[src/rtl/mant_round_pkg.sv]
package mant_round_pkg;
    typedef enum logic [1:0] {
        RM_NEAR_EVEN = 2'd0,
        RM_TO_ZERO   = 2'd1,
        RM_TO_POS    = 2'd2,
        RM_TO_NEG    = 2'd3
    } rmode_e;
endpackage

[src/rtl/mant_round_decide.sv]
module mant_round_decide
    import mant_round_pkg::*;
(
    input  logic   guard,
    input  logic   rbit,
    input  logic   sticky,
    input  logic   lsb,
    input  logic   neg,
    input  rmode_e mode,
    output logic   inc,
    output logic   inexact
);
    always_comb begin
        inexact = guard | rbit | sticky;
        inc     = 1'b0;
        if (inexact) begin
            unique case (mode)
                RM_NEAR_EVEN: inc = guard & (rbit | sticky | lsb);
                RM_TO_ZERO:   inc = 1'b0;
                RM_TO_POS:    inc = ~neg;
                RM_TO_NEG:    inc = neg;
                default:      inc = 1'b0;
            endcase
        end
    end
endmodule

[src/rtl/mant_round_incr.sv]
module mant_round_incr #(
    parameter int W = 22
) (
    input  logic [W-1:0] a,
    input  logic         inc,
    output logic [W:0]   sum
);
    logic [W:0] carry;
    assign carry[0] = inc;
    for (genvar gi = 0; gi < W; gi++) begin : g_bit
        assign sum[gi]      = a[gi] ^ carry[gi];
        assign carry[gi+1]  = a[gi] & carry[gi];
    end
    assign sum[W] = carry[W];
endmodule

[src/rtl/mant_round.sv]
module mant_round
    import mant_round_pkg::*;
#(
    parameter int MANT_W = 24
) (
    input  logic              clk,
    input  logic              rst_n,
    input  logic [MANT_W-1:0] mant_i,
    input  logic              sticky_i,
    input  logic              sign_i,
    input  logic [1:0]        mode_i,
    output logic [MANT_W-2:0] mant_o,
    output logic              rnd_up_o,
    output logic              inexact_o
);
    localparam int TW = MANT_W - 2;   // truncated width
    localparam int OW = TW + 1;       // output width with carry bit

    typedef struct packed {
        logic [OW-1:0] mant;
        logic          up;
        logic          inx;
    } res_t;

    res_t          res_d, res_q;
    logic [TW-1:0] trunc_w;
    logic [OW-1:0] sum_w;
    logic          inc_w, inx_w;

    assign trunc_w = mant_i[MANT_W-1:2];

    mant_round_decide u_decide (
        .guard   (mant_i[1]),
        .rbit    (mant_i[0]),
        .sticky  (sticky_i),
        .lsb     (mant_i[2]),
        .neg     (sign_i),
        .mode    (rmode_e'(mode_i)),
        .inc     (inc_w),
        .inexact (inx_w)
    );

    mant_round_incr #(.W(TW)) u_incr (
        .a   (trunc_w),
        .inc (inc_w),
        .sum (sum_w)
    );

    always_comb begin
        res_d.mant = sum_w;
        res_d.up   = inc_w;
        res_d.inx  = inx_w;
    end

    always_ff @(posedge clk or negedge rst_n) begin
        if (!rst_n) res_q <= '0;
        else        res_q <= res_d;
    end

    assign mant_o    = res_q.mant;
    assign rnd_up_o  = res_q.up;
    assign inexact_o = res_q.inx;
endmodule

[config.mk]
export PLATFORM = sky130hd
export DESIGN_NAME = mant_round
export DESIGN_NICKNAME = d
export VERILOG_FILES = /design/src/rtl/mant_round_pkg.sv /design/src/rtl/mant_round_decide.sv /design/src/rtl/mant_round_incr.sv /design/src/rtl/mant_round.sv
export SDC_FILE = /design/constraint.sdc
export NUM_CORES = 1
export LEC_CHECK = 0
export BUFFER_PORTS_ARGS = -buffer_cell sky130_fd_sc_hd__buf_4
export CAP_MARGIN = 20
export CORE_ASPECT_RATIO = 1.1
export CORE_MARGIN = 2
export CORE_UTILIZATION = 45
export DETAILED_ROUTE_END_ITERATION = 6
export GPL_TIMING_DRIVEN = 0
export PLACE_DENSITY = 0.82
export SLEW_MARGIN = 30
export SYNTH_ARGS = -nofsm -noshare
export SYNTH_HDL_FRONTEND = slang
export SYNTH_HIERARCHICAL = 1
export SYNTH_SLANG_ARGS = --single-unit
export TNS_END_PERCENT = 30
[constraint.sdc]
create_clock -name clk -period 0.9 [get_ports clk]
set_clock_uncertainty 0.15 [all_clocks]
set_input_delay 0 -clock clk [delete_from_list [all_inputs] [get_ports clk]]
set_output_delay 0 -clock clk [all_outputs]
set_load 0.01 [all_outputs]
* Yosys cells after proc, flatten, opt, wreduce, memory -nomap -nowiden
Cells that the tools add are included.
** Storage, ports and cells
- Output and inout bits :: 25
- Word-level logic and storage cells :: 59
- Register bits :: 25
- Input port bits :: 30
** Cells by class
- Mux-type cells :: 2
- Reductions and logical operators :: 1
- Bitwise logic cells :: 50
- Equal/unequal tests :: 3
** Operators with widths (count)
- 1-bit bitwise AND :: 23
- 1-bit bitwise XOR :: 22
- 2-bit equality test (second input constant) :: 2
- 1-bit OR :: 4
- 1-bit case mux with 4 select lines :: 1
- 2-bit by 1-bit equality test with 1-bit output (second input constant) :: 1
- 2-bit logical NOT :: 1
- 1-bit 2-to-1 mux :: 1
- 1-bit inverter :: 1

* Longest topological paths before layout
Gate-level depths: netlist of the first run.
- Word-level depth :: 27
- Gate-level depth with buffers :: 25
- Depth with buffers taken out :: 25

* Hierarchy
The synthesis of the first run kept the hierarchy.
** Modules (own cells, without submodules)
- mant_round :: times used 1, sequential area each 625.6 um^2, area each 625.6 um^2, cells each 25
- mant_round_incr :: times used 1, sequential area each 0.0 um^2, area each 275.3 um^2, cells each 22
- mant_round_decide :: times used 1, sequential area each 0.0 um^2, area each 40.0 um^2, cells each 7

* Worst setup path before layout of the first run
No wires, ideal clock.
- Kind :: in2reg
- Start point :: input port mant_i[0]
- End point :: register res_q (netlist bit mant_o[21])
- Required time :: 0.624 ns
- Arrival time :: 4.285 ns
- Stages :: 25
- Setup slack :: -3.661 ns
- Buffers on the path :: 0
- Library setup time :: 0.126 ns
- Path through :: or2_1 -> a21oi_1 -> nor3_1 -> ha_1 -> ha_1 -> ha_1 -> ha_1 -> ha_1 -> ha_1 -> ha_1 -> ha_1 -> ha_1 -> ha_1 -> ha_1 -> ha_1 -> ha_1 -> ha_1 -> ha_1 -> ha_1 -> ha_1 -> ha_1 -> ha_1 -> ha_1 -> ha_1 -> ha_1
** Between the ends
- Cells in the longest elaborated chain, start to end :: 27
- Elaborated cells between the ends (all ways) :: 29
- Those cells by class :: mux (2); bitwise (27)
** RTL lines
- start, declared :: line mant_round.sv:8 : input logic [MANT_W-1:0] mant_i,
- 1-bit OR (2 in a row) :: line mant_round_decide.sv:18 : RM_NEAR_EVEN: inc = guard & (rbit | sticky | lsb);
- 1-bit bitwise AND :: line mant_round_decide.sv:18
- 1-bit case mux with 4 select lines :: line mant_round_decide.sv:17 : unique case (mode)
- 1-bit 2-to-1 mux * :: line mant_round_decide.sv:16 : if (inexact) begin
- named net inc_w :: line mant_round.sv:28 : logic inc_w, inx_w;
- 1-bit bitwise AND * (21 in a row) :: line mant_round_incr.sv:12 : assign carry[gi+1] = a[gi] & carry[gi];
- 1-bit bitwise XOR * :: line mant_round_incr.sv:11 : assign sum[gi] = a[gi] ^ carry[gi];
- named net sum_w[21] :: line mant_round.sv:27 : logic [OW-1:0] sum_w;
- end signal, assigned :: line mant_round.sv:57 : else res_q <= res_d;
- end, declared :: line mant_round.sv:25 : res_t res_d, res_q;
Mark *: on every way through the listed nets, which the timed path passes. The rest lies on a longest branch.

* Worst setup path after layout of the first run
Same ends and word-level chain as after synthesis.

==> results_dict.tcl, run 1 <==
set metrics [dict create \
    path_common_cell "ha_4" \
    initial_core_util_pct 47.1 \
    place_ws_ps -3520 \
    rsz0062_at_grt "yes" \
    yosys-top-cells-area "dfrtp_1, ha_1, nor3_1" \
    fmax_ghz 0.248 \
    setup_tns_ps -38820 \
    area_delta_synth_final_pct 95.1 \
    grt_pass1_vias 795 \
    synth.avg_cell_area_um2 17.4 \
    yosysSeqAreaShare_pct 66.5 \
    min_path_type "in2reg" \
    wirelength_mm 3.36 \
    die_y_um 52.0 \
    synth_compound_area_share_pct 0.532 \
    worst_pin_slew_ps 309 \
    clock_path_buffers 2 \
    cts_tree "built" \
    numCtsBuffers 3 \
    finalSetupViolations 47 \
    finalCriticalPeriod_ps 4030 \
    relSlewSlack_pct 79.4 \
    viasPerCell 5.06 \
    grt_first_pass_wirelength_mm 4.11 \
    drt_iter0_markers 8 \
    synthAdderAreaFrac_pct 29.3 \
    ant_nets 0 \
    core-area_um2 2000 \
    finalHoldViolCount 50 \
    grt_overflow 0 \
    die_w_um 47.6 \
    worstSetupStartpointType "input port" \
    drt_pre_antenna_iters 4 \
    cp_max_fo 2 \
    hpwlAfterDp_mm 1.50 \
    rows 17 \
    ir_drop_mv 1.33 \
    antenna_found_initial 0 \
    drc 0 \
    maxCapViolations 0 \
    crit_type "in2reg" \
    fin_crit_sh_pct 447 \
    numPortBuffers 54 \
    grtUsageTotal_pct 25.9 \
    powerDensity_nw_per_um2 1230 \
    clk_pin_slew_ps 150 \
    status "finished, violations left" \
    cts_sinks 25 \
    grt_max_degree 26 \
    yosysWarnings 6 \
    synthXorXnorAreaFrac_pct 0.931 \
    layout-drive-gt1-share_pct 74.8 \
    endpoint_kind "flop" \
    layout_setup_ws_ps -3130 \
    wl_per_cell_um 23.5 \
    hold_ws_ps -266 \
    cts_htree_levels 1 \
    crit_path_max_incr_delay_ps 270 \
    num-nets-final 168 \
    synth_mux_area_share_pct 0 \
    cts_root_buf "clkbuf_4" \
    violations "negative hold slack, negative setup slack" \
    holdBufCountCts 2 \
    io_pins 55 \
    ys_seq_elements 25 \
    yosys.cell_types.count 8 \
    synth-simple-area-share_pct 2.79 \
    netlist_instances 54 \
    via_count 724 \
    die_area_um2 2470 \
    syn_nets 106 \
    p_leak_nw 0.810 \
    synth_top_cell_by_area "dfrtp_1" \
    drv_slew 0 \
    place_congestion 0.644 \
    syn_area_um2 941 \
    placed_area_um2 1650 \
    finalInstanceArea_um2 1840 \
    diodes 0 \
    synth_top_family_by_area "adder cells" \
    arrival_ps 4160 \
    yosys.area.top_type_share_pct 66.5 \
    required_ps 1030 \
    cpMaxStageDelayCell "or2_4" \
]
[routing by layer]
layer  share of wire [%]  routed length (um)  vias up  GRT usage, %
li1                    -                   -      309             -
met2                  55                1860       57          48.6
met5                   0                   0        -             0
met3                 8.5                 286       12          8.68
met1                  32                1080      346          25.2
met4                 4.0                 136        0          8.11
[worst paths after layout]
kind / start / end / slack (ps) / cells past startpoint
hold / removal: sticky_i / inexact_o / -270 / 2
max in group asynchronous: rst_n / mant_o[16] / 420 / 2
setup / recovery: mant_i[0] / mant_o[21] / -3130 / 26
min in group asynchronous: rst_n / mant_o[22] / -50 / 2
[metrics by stage]
stage / total power [mW] / instances / utilization [%]
3_5_place_dp: 1.61 / 136 / 82.4
4_1_cts: 2.18 / 142 / 90.9
5_1_grt: 2.35 / 143 / 91.8
2_1_floorplan: 1.33 / 54 / -
6_report: 2.25 / 143 / 91.8
3_3_place_gp: 1.59 / 136 / 82.4
[sequential cells by signal (all words and copies together) (netlist names)]
name / count
inexact_o: 1
mant_o: 23
rnd_up_o: 1
[worst max-delay path, delay by kind of cell]
kind            cells  cell delay [ps]
buf+inv             1               90
fa+ha+maj          22             3570
simple gates        2              330
compound gates      1              150
[cell usage in the layout (no fill, tap or decap)]
cell type | Yosys | final
dfrtp_1 | 25 | 25
nor3_4 | 0 | 1
nor3_2 | 0 | 1
xnor2_1 | 1 | 1
nand2_2 | 0 | 1
or2_4 | 0 | 1
dlygate4sd3_1 | 0 | 2
clkinv_2 | 0 | 1
buf_4 | 0 | 28
buf_6 | 0 | 27
a21oi_4 | 0 | 1
ha_4 | 0 | 21
or3_1 | 1 | 1
clkbuf_4 | 0 | 3
ha_2 | 0 | 1
[report_power, final]
| part | total (mW) | internal [mW] | switching [mW] |
|---|---|---|---|
| combinational | 0.485 | 0.282 | 0.203 |
| sequential | 1.24 | 1.19 | 0.0439 |
| clock | 0.531 | 0.167 | 0.364 |
| total | 2.25 | 1.64 | 0.610 |
[cells in the mapped netlist]
cell type and instances:
a21oi_1 1, dfrtp_1 25, ha_1 22, nand2_1 1, nor3_1 2, or2_1 1, or3_1 1, xnor2_1 1
[final cells by class]
type	instances	area, um2
Fill cell	67	164
Tap cell	28	35.0
Sequential cell	25	626
Clock inverter	1	5.00
Timing Repair Buffer	57	534
Multi-Input combinational cell	29	613
Clock buffer	3	22.5
[cells by family (layout without fill, tap and decap cells)]
group	Yosys count	after routing
flops	25	25
fa+ha+maj	22	22
simple gates	5	5
compound gates	1	1
xor+xnor	1	1
buf+inv	0	61
[what timing repair did]
| action | in CTS | in global routing |
|---|---|---|
| endpoints found under the hold margin | 50 | 25 |
| resized for setup | 32 | 2 |
| setup buffers | 0 | 1 |
| setup endpoints to repair | 47 | 47 |
| pin swaps | 1 | 4 |
Power figures use the tool's default switching activity.
==> run 2, diff against run 1 <==
--- a/config.mk
+++ b/config.mk
@@ -6,13 +6,13 @@
 export NUM_CORES = 1
 export LEC_CHECK = 0
 export BUFFER_PORTS_ARGS = -buffer_cell sky130_fd_sc_hd__buf_4
-export CAP_MARGIN = 20
+export CAP_MARGIN = 5
 export CORE_ASPECT_RATIO = 1.1
 export CORE_MARGIN = 2
-export CORE_UTILIZATION = 45
+export CORE_UTILIZATION = 42
 export DETAILED_ROUTE_END_ITERATION = 6
 export GPL_TIMING_DRIVEN = 0
-export PLACE_DENSITY = 0.82
+export PLACE_DENSITY = 0.77
 export SLEW_MARGIN = 30
 export SYNTH_ARGS = -nofsm -noshare
 export SYNTH_HDL_FRONTEND = slang
==> constraint.sdc (replaced) <==
create_clock -name clk -period 3.9 [get_ports clk]
set_clock_uncertainty 0.15 [all_clocks]
set_input_delay 0 -clock clk [delete_from_list [all_inputs] [get_ports clk]]
set_output_delay 0 -clock clk [all_outputs]
set_load 0.01 [all_outputs]
==> run 2 against run 1 <==
Compared with the run above:
- the flow now stops in clock tree synthesis (4_1_cts)
- synthesized cell count stayed put
- area after synthesis unchanged
==> results_dict.tcl, run 2 <==
set metrics [dict create \
    status "did not finish" \
    failed_stage "clock tree synthesis (4_1_cts)" \
    error "[ERROR DPL-0038] Utilization greater than 100%, impossible to legalize" \
    initial_core_util_pct 45.6 \
    yosys-top-cells-area "dfrtp_1, ha_1, nor3_1" \
    rows 17 \
    ys_seq_elements 25 \
    cts_sinks 25 \
    synth_edf_count 0 \
    cts.repair.resized 9 \
    numCtsBuffers 3 \
    place_congestion 0.586 \
    syn_area_um2 941 \
    holdBufCountCts 37 \
    synthFlopType "dfrtp_1" \
    synth.avg_cell_area_um2 17.4 \
    synthTopCellsByCount "dfrtp_1, ha_1, nor3_1" \
    cts_htree_levels 1 \
    yosysMostFrequentCell "dfrtp_1" \
    io_pins 55 \
    postCtsSetupRepairBufs 1 \
    yosysWarnings 6 \
    async_flop_share_pct 100 \
    die_w_um 49.1 \
    syn_nets 106 \
    cts_root_buf "clkbuf_4" \
    die_y_um 53.6 \
    yosys.area.top_type_share_pct 66.5 \
    yosysSeqAreaShare_pct 66.5 \
    hpwlAfterDp_mm 1.57 \
    clock_path_buffers 2 \
    netlist_instances 54 \
    synth_top_cell_by_area "dfrtp_1" \
    yosys.cell_types.count 8 \
    numPortBuffers 54 \
]
-- run 2: cell counts after synthesis --
Identical to the previous run, type by type.
-- run 2: logic make-up after synthesis --
logic type / count (synthesis) / synth area share (%)
AOI/OAI and AO/OA: 1 / 0.531
adders and majority gates: 22 / 29.3
and+or+nand+nor: 5 / 2.79
xor gates and xnor gates: 1 / 0.931
DFF: 25 / 66.5
-- run 2: stage by stage --
| step | cells | worst slack [ps] | TNS (ps) | cell area [um2] | utilization (%) |
|---|---|---|---|---|---|
| 2_1_floorplan | 54 | -286 | -587 | 1180 | - |
| 3_3_place_gp | 136 | -483 | -1290 | 1620 | 78.7 |
| 3_5_place_dp | 136 | -617 | -1890 | 1620 | 78.7 |
==> run 3, diff against run 2 <==
--- a/config.mk
+++ b/config.mk
@@ -7,12 +7,11 @@
 export LEC_CHECK = 0
 export BUFFER_PORTS_ARGS = -buffer_cell sky130_fd_sc_hd__buf_4
 export CAP_MARGIN = 5
-export CORE_ASPECT_RATIO = 1.1
-export CORE_MARGIN = 2
-export CORE_UTILIZATION = 42
+export CORE_AREA = 2 2 63 65
 export DETAILED_ROUTE_END_ITERATION = 6
+export DIE_AREA = 0 0 65 67
 export GPL_TIMING_DRIVEN = 0
-export PLACE_DENSITY = 0.77
+export PLACE_DENSITY_LB_ADDON = 0.15
 export SLEW_MARGIN = 30
 export SYNTH_ARGS = -nofsm -noshare
 export SYNTH_HDL_FRONTEND = slang
==> run 3 against run 2 <==
Compared with the run above:
- the flow now finishes, with violations (negative setup slack)
==> results_dict.tcl, run 3 (synthesis results as in run 1) <==
set metrics [dict create \
    status "finished, violations left" \
    violations "negative setup slack" \
    initial_core_util_pct 26.1 \
    cp_max_fo 2 \
    num-nets-final 197 \
    grt_first_pass_wirelength_mm 3.60 \
    setup_tns_ps -178 \
    endpoint_kind "flop" \
    final_common_cell "buf_4" \
    postCtsSetupRepairBufs 0 \
    largest_reg_flops 23 \
    seqPwrFrac_pct 51.3 \
    cts_tree "built" \
    worst_pin_slew_ps 324 \
    p_int_mw 0.419 \
    p_comb_share_pct 21.2 \
    min_path_type "in2async" \
    layout_setup_ws_ps -114 \
    critPathTopFamily "adder cells" \
    ir_drop_mv 0.117 \
    grt_max_degree 26 \
    area_delta_synth_final_pct 118 \
    arrival_ps 4070 \
    viasPerCell 3.95 \
    multi_input_area_um2 586 \
    fin_crit_sh_pct 103 \
    worstSetupStartpointType "input port" \
    grt_pass1_vias 823 \
    grtUsageTotal_pct 11.1 \
    numPortBuffers 54 \
    p_clk_share_pct 27.5 \
    relSlewSlack_pct 78.4 \
    die_area_um2 4360 \
    cts_root_buf "clkbuf_8" \
    via_count 759 \
    die_w_um 65 \
    powerDensity_nw_per_um2 265 \
    die_y_um 67 \
    diodes 0 \
    cpMaxStageDelayCell "or2_1" \
    finalCriticalPeriod_ps 4010 \
    grt_overflow 0 \
    clk_pin_slew_ps 90 \
    core-area_um2 3610 \
    required_ps 3960 \
    wirelength_mm 2.23 \
    io_pins 55 \
    rows 22 \
    drt_iter0_markers 9 \
    nFillCells 308 \
    finalHoldViolCount 0 \
    place_congestion 0.595 \
    ff_latch_area_um2 626 \
    finalSetupViolations 2 \
    p_switching_mw 0.126 \
    fmax_ghz 0.249 \
    antenna_found_initial 0 \
    drv_slew 0 \
    p_sw_share_pct 23.1 \
    cts_sinks 25 \
    ant_nets 0 \
    critPathBufInv 1 \
    cts_htree_levels 1 \
    layout-drive-gt1-share_pct 56.3 \
    crit_type "in2reg" \
    clock_path_buffers 2 \
    drc 0 \
    p_leak_nw 0.900 \
    maxCapViolations 0 \
    finalPower_mw 0.544 \
    wl_per_cell_um 11.6 \
    rsz0062_at_grt "yes" \
    numCtsBuffers 3 \
    final_cell_mix "buf_4, dlygate4sd3_1, dfrtp_1" \
    drt_pre_antenna_iters 2 \
    crit_path_max_incr_delay_ps 240 \
    path_common_cell "ha_4" \
]
run 3: worst max path at each step:
stage	slack, ps	cells past startpoint	to	from
6_report	-110	26	mant_o[21]	sticky_i
5_1_grt	-190	26	mant_o[21]	sticky_i
4_1_cts	-130	26	mant_o[21]	sticky_i
3_5_place_dp	-550	26	mant_o[21]	sticky_i
3_3_place_gp	-500	26	mant_o[21]	sticky_i
2_1_floorplan	-290	25	mant_o[21]	sticky_i
run 3: final cells by class:
cell class	instances	area share, %
timing repair buffer	86	35.8
tap	48	2.93
clock buffer	3	2.01
sequential	25	30.5
clock inverter	1	0.244
multi-input combinational	29	28.6
run 3: power by group through the flow:
stage	clock, mW	sequential [mW]	combinational (mW)
global placement	0	0.284	0.0832
global route	0.179	0.281	0.128
detailed placement	0	0.284	0.0871
finish	0.150	0.279	0.116
CTS	0.161	0.279	0.117
floorplan	0	0.293	0.0129
run 3: layer usage:
layer	GRT usage [%]	vias up	wire (um)
li1	-	368	-
met1	10.7	358	736
met2	22.9	33	1280
met3	3.04	0	217
met4	2.39	0	0
met5	0	-	0
run 3: stage by stage:
step	util [%]	hold WS (ps)	area, um2	instances	setup slack [ps]
final	56.9	15.1	2050	192	-114
after global routing	56.9	35.1	2050	192	-191
after CTS	56.7	28.2	2050	192	-135
after detailed placement	45.7	-218	1650	156	-555
after global placement	45.7	-227	1650	156	-498
after floorplan	-	-446	1180	54	-286
run 3: repair_timing:
action,CTS,global route
gates resized for setup,4,1
endpoints found under the hold margin,50,0
endpoints found under the setup margin,3,3
hold buffers,32,0
pin swaps,3,0
